<file path="src/rtl/ex_pkg.sv">
package ex_pkg;
  typedef enum logic [3:0] {
    OP_ADD  = 4'h0,
    OP_SUB  = 4'h1,
    OP_MUL  = 4'h2,
    OP_INC  = 4'h3,
    OP_AND  = 4'h4,
    OP_OR   = 4'h5,
    OP_NOT  = 4'h6,
    OP_XOR  = 4'h7,
    OP_LD   = 4'h8,
    OP_ST   = 4'h9,
    OP_JMP  = 4'hA,
    OP_BEQZ = 4'hB,
    OP_HLT  = 4'hF
  } ex_op_e;
endpackage

</file>
<file path="src/rtl/ex_alu.sv">
module ex_alu import ex_pkg::*; #(
  parameter int DW = 8
) (
  input  ex_op_e        op_i,
  input  logic [DW-1:0] a_i,
  input  logic [DW-1:0] b_i,
  output logic [DW-1:0] res_o
);
  localparam int PW = 2 * DW;

  logic [PW-1:0] prod;
  assign prod = PW'(a_i) * PW'(b_i);

  always_comb begin
    case (op_i)
      OP_ADD:  res_o = a_i + b_i;
      OP_SUB:  res_o = a_i - b_i;
      OP_MUL:  res_o = prod[DW-1:0];
      OP_INC:  res_o = a_i + DW'(1);
      OP_AND:  res_o = a_i & b_i;
      OP_OR:   res_o = a_i | b_i;
      OP_NOT:  res_o = ~a_i;
      OP_XOR:  res_o = a_i ^ b_i;
      default: res_o = '0;
    endcase
  end
endmodule

</file>
<file path="src/rtl/ex_addr_unit.sv">
module ex_addr_unit #(
  parameter int DW  = 8,
  parameter int MOW = 4,
  parameter int BOW = 8
) (
  input  logic [DW-1:0]  base_i,
  input  logic [MOW-1:0] mem_off_i,
  input  logic [BOW-1:0] br_off_i,
  input  logic [DW-1:0]  pc_next_i,
  output logic [DW-1:0]  ea_o,
  output logic [DW-1:0]  target_o
);
  localparam int MEXT = DW - MOW;
  localparam int BEXT = DW - BOW;

  logic [DW-1:0] mem_off_sx;
  logic [DW-1:0] br_off_sx;

  generate
    if (MEXT > 0) begin : g_msx
      assign mem_off_sx = {{MEXT{mem_off_i[MOW-1]}}, mem_off_i};
    end else begin : g_mnosx
      assign mem_off_sx = mem_off_i[DW-1:0];
    end
    if (BEXT > 0) begin : g_bsx
      assign br_off_sx = {{BEXT{br_off_i[BOW-1]}}, br_off_i};
    end else begin : g_bnosx
      assign br_off_sx = br_off_i[DW-1:0];
    end
  endgenerate

  assign ea_o     = base_i + mem_off_sx;
  // offset counts 2-byte instructions
  assign target_o = pc_next_i + {br_off_sx[DW-2:0], 1'b0};
endmodule

</file>
<file path="src/rtl/ex_branch_cond.sv">
module ex_branch_cond import ex_pkg::*; #(
  parameter int DW = 8
) (
  input  ex_op_e        op_i,
  input  logic [DW-1:0] a_i,
  output logic          taken_o
);
  always_comb begin
    case (op_i)
      OP_JMP:  taken_o = 1'b1;
      OP_BEQZ: taken_o = (a_i == '0);
      default: taken_o = 1'b0;
    endcase
  end
endmodule

</file>
<file path="src/rtl/ex_stage8.sv">
module ex_stage8 import ex_pkg::*; #(
  parameter int DW  = 8,
  parameter int MOW = 4,
  parameter int BOW = 8
) (
  input  logic           clk_i,
  input  logic           rst_ni,
  input  logic           stall_i,
  input  logic [3:0]     op_i,
  input  logic [DW-1:0]  a_i,
  input  logic [DW-1:0]  b_i,
  input  logic [MOW-1:0] mem_off_i,
  input  logic [BOW-1:0] br_off_i,
  input  logic [DW-1:0]  pc_next_i,
  output logic [DW-1:0]  result_o,
  output logic           taken_o,
  output logic [DW-1:0]  target_o
);
  ex_op_e        op;
  logic [DW-1:0] alu_res;
  logic [DW-1:0] ea;
  logic [DW-1:0] tgt;
  logic          taken;
  logic [DW-1:0] res_d;

  assign op = ex_op_e'(op_i);

  ex_alu #(.DW(DW)) u_alu (
    .op_i (op),
    .a_i  (a_i),
    .b_i  (b_i),
    .res_o(alu_res)
  );

  ex_addr_unit #(.DW(DW), .MOW(MOW), .BOW(BOW)) u_addr (
    .base_i   (a_i),
    .mem_off_i(mem_off_i),
    .br_off_i (br_off_i),
    .pc_next_i(pc_next_i),
    .ea_o     (ea),
    .target_o (tgt)
  );

  ex_branch_cond #(.DW(DW)) u_br (
    .op_i   (op),
    .a_i    (a_i),
    .taken_o(taken)
  );

  assign res_d = (op == OP_LD || op == OP_ST) ? ea : alu_res;

  always_ff @(posedge clk_i or negedge rst_ni) begin
    if (!rst_ni) begin
      result_o <= '0;
      taken_o  <= 1'b0;
      target_o <= '0;
    end else if (!stall_i) begin
      result_o <= res_d;
      taken_o  <= taken;
      target_o <= tgt;
    end
  end
endmodule

</file>
<file path="config.mk">
export PLATFORM = sky130hd
export DESIGN_NAME = ex_stage8
export DESIGN_NICKNAME = d
export VERILOG_FILES = /design/src/rtl/ex_pkg.sv /design/src/rtl/ex_alu.sv /design/src/rtl/ex_addr_unit.sv /design/src/rtl/ex_branch_cond.sv /design/src/rtl/ex_stage8.sv
export SDC_FILE = /design/constraint.sdc
export NUM_CORES = 1
export LEC_CHECK = 0
export BUFFER_PORTS_ARGS = -buffer_cell sky130_fd_sc_hd__buf_2
export CELL_PAD_IN_SITES_DETAIL_PLACEMENT = 0
export CELL_PAD_IN_SITES_GLOBAL_PLACEMENT = 1
export CORE_UTILIZATION = 30
export CTS_CLUSTER_DIAMETER = 100
export DETAILED_ROUTE_END_ITERATION = 10
export PLACE_DENSITY_LB_ADDON = 0.1
export SLEW_MARGIN = 30
export SYNTH_ARGS = -nofsm -noshare
export SYNTH_HDL_FRONTEND = slang
export SYNTH_SLANG_ARGS = --single-unit
</file>
<file path="constraint.sdc">
create_clock -name clk_i -period 0.88 [get_ports clk_i]
set_input_delay 0.176 -clock clk_i [delete_from_list [all_inputs] [get_ports clk_i]]
set_output_delay 0.176 -clock clk_i [all_outputs]
set_load 0.005 [all_outputs]
</file>
==> metrics.txt <==
leak pwr=0.00243 uW; Post-Syn Area=3180 um2; Synthesis Warnings=0; I/O pins=60; vias per cell=4.91; die area=11000 um2; Hold Vio Cnt, Final=0; GR Layer Usage met3=1.50%; prevailing post-synth register cell=dfrtp_1; Synth Area per Inst=7.96 um2; Synth Register Bits=17; die height=105 um; Starting Density=30.9%; initial drt markers=137; CTS tree=yes; Post-synth EDFFs=0; Inserted Diodes=0; Crit Path Class=in2reg; clk buf depth=2; final wirelength=11.0 mm; post-layout min period=3.33 ns; hpwl dp=9.04 mm; CTS clk-pin slew, worst paths=0.07 ns; Core Area=10300 um2; Total GRT Usage=21.1%; vias in the first global route=3558; crit path DAT=3.46 ns; total placed instance area=4540 um2; GR peak layer=met2; simple logic cell fraction of the synthesized area=15.6%; fraction of synthesized cell area in xor and xnor cells=7.76%; Port Buffers=58; largest net degree at the start of global routing=25; row cnt=37; Detailed Routing Iterations Pass 1=5; Post-synth ARST share=100%; met2 GRT Util=37.5%; Final Slew Violations=0; area growth from synthesis to layout=58.1%; Root Buffer=clkbuf_8; violated checks=setup timing; Syn Nets=510; first-pass GRT wire length=18.2 mm; DR vias=3417; crit path capture type=flop; number of distinct library cells after synthesis=56; total CTS buffers=3; adder-cell area share of the yosys netlist=30.3%; Final ANT Viol Nets=0; clk_lat worst skew=0.25 ns; Syn Inst Count=399; clk sinks=17; wire length per cell=15.8 um; sequential area share after synthesis=13.4%; largest family of logic cells by synthesized area=adder cells; Worst EP required=1.01 ns; mux cell area share after synthesis=3.15%; max cap viols=0; Crit Path Max Fanout=3; Setup-failing EPs final=31; die width=105 um; post-synthesis compound-gate area fraction=20.9%; Pwr Total=5010 uW; htree depth=1; met1 GRT Util=28.4%; Hold Path Class=in2reg; RSZ-0062 raised after global routing=true; Final Skew=0 ns; Fmax achieved=300 MHz; Remaining DRCs=0; fin crit share=379%; Post-layout nets=672; Worst slew margin=63.7%; status=finished, violations left; antenna violations before repair=0; PwrDens=999 nW/um2; Tightest Pin Transition=0.531 ns; Placer Congestion=0.838; Final Cell Area=5020 um2; remaining global-route overflow=0; fillers=1068; worst vdd ir=0.702 mV; PnR worst setup slack=-2.45 ns; layout cell share with drive strength beyond 1=45.4%; Startpoint Class=primary input
metal layers:
metal / share of wire [%] / wire (um)
met5: 0 / 0
met4: 0.95 / 104
met3: 3.7 / 401
met2: 48 / 5280
met1: 47 / 5180
critical path, cell delays in order:
cell      delay (ns)
buf_8           0.09
buf_12          0.10
nand2_4         0.04
fa_2            0.35
fa_1            0.50
inv_2           0.04
fa_1            0.47
inv_1           0.05
fa_1            0.49
inv_2           0.05
ha_4            0.21
a21oi_2         0.15
xnor3_1         0.24
xnor3_1         0.20
a221oi_2        0.21
a21oi_1         0.09
cell families after synthesis:
group,Yosys count
compound gates,103
xor+xnor,25
fa+ha+maj,68
buf+inv,75
flops,17
mux,7
simple gates,104
Yosys cell counts, drive strengths merged, types with 2 or more instances:
cell	number	area (um2)
a222oi	2	20.0
a21oi	21	105
o31a	2	17.5
nand2b	4	25.0
nor2	23	86.3
a211oi	5	37.5
nor4	2	18.8
or4	2	15.0
inv	64	240
ha	53	663
nand2	45	169
a21boi	2	15.0
xnor2	15	131
xor2	8	70.1
or3	2	12.5
xnor3	2	45.0
o211ai	3	22.5
nor3b	3	27.5
mux2	4	45.0
o21ai	34	170
nand3	3	15.0
a32oi	4	35.0
o21a	5	37.5
a22oi	2	15.0
clkbuf	10	37.5
nand4	2	12.5
nor3	7	40.0
o311ai	2	17.5
dfrtp	17	425
o2111ai	3	26.3
mux4	2	45.0
nor2b	8	50.1
a221oi	2	17.5
a21o	4	30.0
fa	15	300
a31oi	4	25.0
layout make-up:
cell class	instances	area, um2	share of cell area (%)
well taps	136	170	3.39
clock buffers	3	41.3	0.822
repair buffers	168	1350	26.9
flip-flops and latches	17	425	8.47
inverters	64	254	5.06
clock inverters	1	5.00	0.0997
multi-input cells	307	2770	55.2
placed cells by master, fill, tap and decap left out, types with 6 or more instances in the layout:
master | Yosys | final
buf_4 | 0 | 91
buf_2 | 1 | 43
inv_1 | 63 | 41
nand2_1 | 45 | 39
ha_1 | 53 | 38
buf_6 | 0 | 22
nor2_1 | 23 | 19
o21ai_0 | 33 | 19
inv_2 | 1 | 18
dfrtp_1 | 17 | 17
a21oi_1 | 21 | 15
xnor2_1 | 15 | 13
ha_4 | 0 | 11
o21ai_1 | 1 | 10
fa_1 | 15 | 10
nor2b_1 | 8 | 7
xor2_1 | 8 | 7
nor3_1 | 6 | 6
buf_12 | 0 | 6
per-stage QoR:
step	std cells	TNS [ns]	utilization [%]	worst slack, ns	hold WS [ns]
finish	696	-15.79	48.9	-2.45	0.148
global route	696	-17.53	48.9	-2.55	0.152
CTS	692	-16.28	47.3	-2.44	0.148
detailed placement	684	-20.96	44.2	-2.84	0.141
global placement	684	-20.78	44.2	-2.76	0.140
floorplan	399	-15.56	-	-2.54	-0.120
sequential cells by signal, indices dropped and copies added (netlist names):
register	flops
result_o	8
target_o	8
taken_o	1
report_power, final:
group | internal [uW] | switching [uW]
Clock | 315 | 304
Combinational | 1800 | 1630
Sequential | 899 | 64.3
Total | 3020 | 2000
final timing paths:
check	end	startpoint	cells past startpoint	slack [ns]
max	result_o[7]$_DFFE_PN0N_	b_i[3]	16	-2.45
min	target_o[0]$_DFFE_PN0N_	pc_next_i[0]	2	0.15
max reg2reg	result_o[2]$_DFFE_PN0N_	result_o[2]$_DFFE_PN0N_	1	0.13
min reg2reg	target_o[5]$_DFFE_PN0N_	target_o[5]$_DFFE_PN0N_	2	0.50
max in group asynchronous	taken_o$_DFFE_PN0N_	rst_ni	2	0.21
min in group asynchronous	target_o[3]$_DFFE_PN0N_	rst_ni	2	0.38
what timing repair did:
item / CTS / global route
hold buffers: 1 / 0
cloned: 0 / 0
resized for setup: 72 / 36
setup endpoints to repair: 31 / 31
setup buffers: 5 / 5
hold endpoints to repair: 17 / 0
pin swaps: 38 / 21
Power figures use the tool's default switching activity.
